`src/rtl/sleep_pkg.sv`:
```
package sleep_pkg;
  typedef enum logic [2:0] {
    S_RUN, S_IDLE, S_HALT, S_RST, S_PWR, S_SLEEP, S_UP, S_REL
  } slp_state_t;

  // strobes from control to datapath
  typedef struct packed {
    logic capture;     // take mode and retention mask
    logic latchSrc;    // hold the wake source seen in sleep
    logic commitLive;  // write status with the current source
    logic commitHeld;  // write status with the held source
  } slp_strobe_t;

  localparam logic [1:0] SRC_IRQ = 2'd1;
  localparam logic [1:0] SRC_TMR = 2'd2;
  localparam logic [1:0] SRC_PIN = 2'd3;
endpackage

```
`src/rtl/sleep_dp.sv`:
```
module sleep_dp
  import sleep_pkg::*;
#(
  parameter int BANKS = 4,
  parameter int PINS  = 2
) (
  input  logic             clk,
  input  logic             rstN,
  input  slp_strobe_t      strb,
  input  logic [2:0]       sleepMode,
  input  logic [BANKS-1:0] ramKeep,
  input  logic             irqAny,
  input  logic             timerHit,
  input  logic [PINS-1:0]  wakePins,
  input  logic             statusClr,
  output logic [1:0]       modeQ,
  output logic [BANKS-1:0] keepQ,
  output logic             wakeHit,
  output logic             stValid,
  output logic [1:0]       stMode,
  output logic [1:0]       stSrc
);
  logic [1:0] srcQ, liveSrc;
  logic allowIrq, allowTmr, allowPin;

  always_comb begin
    allowIrq = (modeQ == 2'd0);
    allowTmr = (modeQ == 2'd1) || (modeQ == 2'd2);
    allowPin = (modeQ != 2'd0);
    if (allowPin && (|wakePins))  liveSrc = SRC_PIN;
    else if (allowTmr && timerHit) liveSrc = SRC_TMR;
    else if (allowIrq && irqAny)   liveSrc = SRC_IRQ;
    else                           liveSrc = 2'd0;
    wakeHit = (liveSrc != 2'd0);
  end

  always_ff @(posedge clk or negedge rstN) begin
    if (!rstN) begin
      modeQ   <= '0;
      keepQ   <= '0;
      srcQ    <= '0;
      stValid <= 1'b0;
      stMode  <= '0;
      stSrc   <= '0;
    end else begin
      if (strb.capture) begin
        modeQ <= sleepMode[1:0];
        keepQ <= ramKeep;
      end
      if (strb.latchSrc) srcQ <= liveSrc;
      if (strb.commitLive || strb.commitHeld) begin
        stValid <= 1'b1;
        stMode  <= modeQ;
        stSrc   <= strb.commitLive ? liveSrc : srcQ;
      end else if (statusClr) begin
        stValid <= 1'b0;
        stMode  <= '0;
        stSrc   <= '0;
      end
    end
  end
endmodule

```
`src/rtl/sleep_fsm.sv`:
```
module sleep_fsm
  import sleep_pkg::*;
#(
  parameter int                 BANKS    = 4,
  parameter int                 PERIPHS  = 8,
  parameter logic [PERIPHS-1:0] DBG_KEEP = 8'hF0
) (
  input  logic               clk,
  input  logic               rstN,
  input  logic               sleepReq,
  input  logic [2:0]         sleepMode,
  input  logic               stepAck,
  input  logic               wakeHit,
  input  logic [1:0]         modeQ,
  input  logic [BANKS-1:0]   keepQ,
  output slp_strobe_t        strb,
  output logic               cpuHalt,
  output logic               coreOn,
  output logic [PERIPHS-1:0] periphRst,
  output logic               timerEn,
  output logic [BANKS-1:0]   ramPwr
);
  slp_state_t st, nxt;
  logic offWin, rstWin, emul;

  always_ff @(posedge clk or negedge rstN) begin
    if (!rstN) st <= S_RUN;
    else       st <= nxt;
  end

  always_comb begin
    nxt  = st;
    strb = '0;
    emul = (modeQ == 2'd1);
    case (st)
      S_RUN: if (sleepReq && !sleepMode[2]) begin
        strb.capture = 1'b1;
        nxt = (sleepMode[1:0] == 2'd0) ? S_IDLE : S_HALT;
      end
      S_IDLE: if (wakeHit) begin
        strb.commitLive = 1'b1;
        nxt = S_RUN;
      end
      S_HALT: if (wakeHit) begin
        strb.commitLive = 1'b1;
        nxt = S_RUN;
      end else if (stepAck) nxt = S_RST;
      S_RST: if (wakeHit) begin
        strb.commitLive = 1'b1;
        nxt = S_RUN;
      end else if (stepAck) nxt = emul ? S_SLEEP : S_PWR;
      S_PWR: if (stepAck) nxt = S_SLEEP;
      S_SLEEP: if (wakeHit) begin
        strb.latchSrc = 1'b1;
        nxt = emul ? S_REL : S_UP;
      end
      S_UP: if (stepAck) nxt = S_REL;
      S_REL: if (stepAck) begin
        strb.commitHeld = 1'b1;
        nxt = S_RUN;
      end
      default: nxt = S_RUN;
    endcase
  end

  always_comb begin
    offWin    = modeQ[1] && ((st == S_PWR) || (st == S_SLEEP));
    rstWin    = (st == S_RST) || (st == S_PWR) || (st == S_SLEEP) || (st == S_UP);
    cpuHalt   = (st != S_RUN);
    coreOn    = !offWin;
    ramPwr    = offWin ? keepQ : '1;
    timerEn   = !(offWin && (modeQ == 2'd3));
    periphRst = rstWin ? ((modeQ == 2'd1) ? ~DBG_KEEP : '1) : '0;
  end
endmodule

```
`src/rtl/sleep_ctrl.sv`:
```
module sleep_ctrl
  import sleep_pkg::*;
#(
  parameter int                 BANKS    = 4,
  parameter int                 PINS     = 2,
  parameter int                 PERIPHS  = 8,
  parameter logic [PERIPHS-1:0] DBG_KEEP = 8'hF0
) (
  input  logic               clk,
  input  logic               rstN,
  input  logic               sleepReq,
  input  logic [2:0]         sleepMode,
  input  logic [BANKS-1:0]   ramKeep,
  input  logic               irqAny,
  input  logic               timerHit,
  input  logic [PINS-1:0]    wakePins,
  input  logic               stepAck,
  input  logic               statusClr,
  output logic               cpuHalt,
  output logic               coreOn,
  output logic [PERIPHS-1:0] periphRst,
  output logic               timerEn,
  output logic [BANKS-1:0]   ramPwr,
  output logic               stValid,
  output logic [1:0]         stMode,
  output logic [1:0]         stSrc
);
  slp_strobe_t      strb;
  logic [1:0]       modeQ;
  logic [BANKS-1:0] keepQ;
  logic             wakeHit;

  sleep_dp #(.BANKS(BANKS), .PINS(PINS)) dp_i (
    .clk(clk), .rstN(rstN), .strb(strb), .sleepMode(sleepMode),
    .ramKeep(ramKeep), .irqAny(irqAny), .timerHit(timerHit),
    .wakePins(wakePins), .statusClr(statusClr), .modeQ(modeQ),
    .keepQ(keepQ), .wakeHit(wakeHit), .stValid(stValid),
    .stMode(stMode), .stSrc(stSrc)
  );

  sleep_fsm #(.BANKS(BANKS), .PERIPHS(PERIPHS), .DBG_KEEP(DBG_KEEP)) fsm_i (
    .clk(clk), .rstN(rstN), .sleepReq(sleepReq), .sleepMode(sleepMode),
    .stepAck(stepAck), .wakeHit(wakeHit), .modeQ(modeQ), .keepQ(keepQ),
    .strb(strb), .cpuHalt(cpuHalt), .coreOn(coreOn), .periphRst(periphRst),
    .timerEn(timerEn), .ramPwr(ramPwr)
  );
endmodule

```
`config.mk`:
```
export PLATFORM = sky130hd
export DESIGN_NAME = sleep_ctrl
export DESIGN_NICKNAME = d
export VERILOG_FILES = /design/src/rtl/sleep_pkg.sv /design/src/rtl/sleep_dp.sv /design/src/rtl/sleep_fsm.sv /design/src/rtl/sleep_ctrl.sv
export SDC_FILE = /design/constraint.sdc
export NUM_CORES = 1
export LEC_CHECK = 0
export BUFFER_PORTS_ARGS = -buffer_cell sky130_fd_sc_hd__buf_2
export CAP_MARGIN = 15
export CORE_UTILIZATION = 49
export CTS_CLUSTER_SIZE = 16
export DETAILED_ROUTE_END_ITERATION = 7
export PLACE_DENSITY = 0.76
export SLEW_MARGIN = 10
export SYNTH_ARGS = -nofsm -noshare
export SYNTH_HDL_FRONTEND = slang
export SYNTH_SLANG_ARGS = --single-unit
```
`constraint.sdc`:
```
create_clock -name clk -period 2.54 [get_ports clk]
set_clock_uncertainty 0.15 [all_clocks]
set_input_delay 0.127 -clock clk [delete_from_list [all_inputs] [get_ports clk]]
set_output_delay 0.127 -clock clk [all_outputs]
set_load 0.03 [all_outputs]
```
==> flow_summary.yaml <==
status:
  status: "completed"
yosys:
  synth_common_cells: "dfrtp_1 (16), nand2_1 (9), buf_4 (7)"
  synth_seq_area_share: 0.3810
  synthMostInstantiatedCell: "dfrtp_1"
  synth_cell_types: 37
  synth_nets: 118
  yosys_warnings: 0
  synth_area_leaders: "dfrtp_1 (38%), mux2_4 (8.6%), buf_4 (5.0%)"
  synth-main-ff-cell: "dfrtp_1"
  syn_avg_cell_area_um2: 10.62
  synth_top_area_share: 0.3810
  synth-seq-cells: 16
  syn_area_um2: 1051
  synth_edf_count: 0
  netlist_instances: 99
  async_reset_ff_frac: 1.000
  yosysTopAreaCell: "dfrtp_1"
clock_tree:
  clock_path_buffers: 2
  numClockSinks: 16
  cts_buffers: 3
  cts_max_level: 1
  cts_root_buf: "clkbuf_4"
  cts_tree: "built"
  insertion_delay_ps: 280
  clk_pin_slew_ps: 100
  cts_setup_buffers: 0
sta:
  drv_slew: 0
  worst_slew_pin_slew_ps: 481.4
  post-route-min-period_ps: 2132
  fin_setup_tns_ps: 0
  rsz0062_at_grt: "false"
  fin_hold_ws_ps: 26.18
  min_period_over_period: 0.8396
  hold_viol: 0
  setup_violations: 0
  max_freq_ghz: 0.4689
  slew_headroom: 0.6771
setup_path:
  crit_required_ps: 2260
  worstReg2RegEnd: "dp_i.stSrc[0]"
  crit_path_end_kind: "primary output"
  r2r_start: "dp_i.modeQ[1]"
  arrival_ps: 1860
  startpoint: "fsm_i.st[2]"
  setup.worst_path.class: "flip-flop to primary output"
  reg2reg_slack_ps: 410
  rr_worst_depth: 6
  crit_fanout: 12
  crit_end: "ramPwr[3]"
  cp-start-kind: "flip-flop"
global_routing:
  grt_max_degree: 17
  grt_pass1_wl_mm: 3.601
  grt_usage: 0.1956
  grt_overflow_total: 0
  antenna_found_initial: 0
  grt_pass1_vias: 823
routing:
  totalWireLength_mm: 2.081
  drtIter0Drc: 10
  dr.pass1.iters: 4
  vias: 821
  drc: 0
  wl_per_cell_um: 12.85
  via_per_inst: 5.068
  ant_nets: 0
finish:
  syn_to_final_growth_pct: 22.86
  drive_gt1_frac: 0.4074
  nFillCells: 161
  fin_nets: 155
  final-seq-area_um2: 400.4
  diodes: 0
  final_util: 0.6515
  multi_input_area_um2: 546.8
  stdcell_count: 162
power:
  power_density_nw_per_um2: 1336
  peakVddDrop_v: 0.0006322
  total_power_w: 0.001725
  p_leak_nw: 0.6516
run:
  cap_violations: 0
floorplanning:
  die_w_um: 48.32
  start_util: 0.5303
  ios: 36
  dieArea_um2: 2334
  fp-row-count: 16
  coreArea_um2: 1982
  die_height_um: 48.32
worst_hold_path:
  hold_class: "primary input to flip-flop"
placed_design:
  port_buffers: 35
  dpl.hpwl_mm: 1.515
  placed_cells: 150
  place_congestion: 0.7898
-- worst min path at each step --
stage | cells past startpoint | slack, ps | start | to
6_report | 3 | 30 | stepAck | fsm_i.st[0]
5_1_grt | 3 | 40 | stepAck | fsm_i.st[0]
4_1_cts | 3 | 20 | stepAck | fsm_i.st[0]
3_5_place_dp | 1 | -90 | rstN | dp_i.srcQ[0]
3_3_place_gp | 1 | -90 | rstN | dp_i.srcQ[0]
2_1_floorplan | 0 | -320 | rstN | dp_i.keepQ[0]
-- report_power, final --
group / switching [W] / total (W) / internal, W
sequential: 0.000127 / 0.000498 / 0.000371
clock: 0.0000838 / 0.000171 / 0.0000872
combinational: 0.000631 / 0.00106 / 0.000425
-- layout make-up --
cell class                      instances  area share
Clock buffer                            4     0.02810
Inverter                                5     0.01453
Multi-Input combinational cell         67      0.4234
Sequential cell                        16      0.3101
Tap cell                               27     0.02616
Timing Repair Buffer                   43      0.1977
-- flip-flops by register name (all words and copies together), names as in the netlist --
register,count
dp_i.stMode,2
dp_i.srcQ,2
dp_i.stSrc,2
fsm_i.st,3
dp_i.modeQ,2
dp_i.keepQ,4
dp_i.stValid,1
-- per-layer routing --
| layer | global-route usage | share of wire | wire (um) | up-vias |
|---|---|---|---|---|
| li1 | - | - | - | 412 |
| met1 | 0.2550 | 0.48 | 996 | 388 |
| met2 | 0.3404 | 0.49 | 1018 | 21 |
| met3 | 0.02201 | 0.032 | 66 | 0 |
| met4 | 0.05882 | 0 | 0 | 0 |
| met5 | 0 | 0 | 0 | - |
-- through the flow --
stage | cell area [um^2] | setup slack (ps)
global route | 1291 | 272.2
CTS | 1291 | 407.6
floorplan | 1051 | 535.6
detailed placement | 1175 | 430.4
finish | 1291 | 407.5
global placement | 1175 | 472.0
-- layout by cell type, fill, tap and decap left out, types with 2 or more instances in the layout --
cell type,n
a21boi_0,2
a21oi_1,2
a221o_1,2
and2_1,3
and3_1,2
buf_2,35
clkbuf_4,3
dfrtp_1,16
dlygate4sd3_1,8
ha_1,3
inv_1,5
mux2_4,6
mux2i_1,3
nand2_1,9
nand2b_1,5
nand3_1,2
nor2_1,2
nor2b_1,2
nor3_1,3
or2_2,4
-- kinds of logic after synthesis --
kind of cell,after synthesis,synth area share
muxes,10,0.1250
adders and majority gates,3,0.03572
AOI/OAI and AO/OA,16,0.1476
and+or+nand+nor,37,0.2036
xor gates and xnor gates,1,0.008335
buffers and inverters,16,0.09881
DFF,16,0.3809
-- worst max-delay path, cell delays in order (launching register included) --
cell and delay (ps):
dfrtp_1 580, nor2b_1 330, nand2_1 180, or2_2 310
buf_2 180
-- timing repair --
item | 4_1_cts | 5_1_grt
hold buffers | 8 | 0
endpoints found under the hold margin | 24 | 0
resized for setup | 0 | 0
Power figures use the tool's default switching activity.
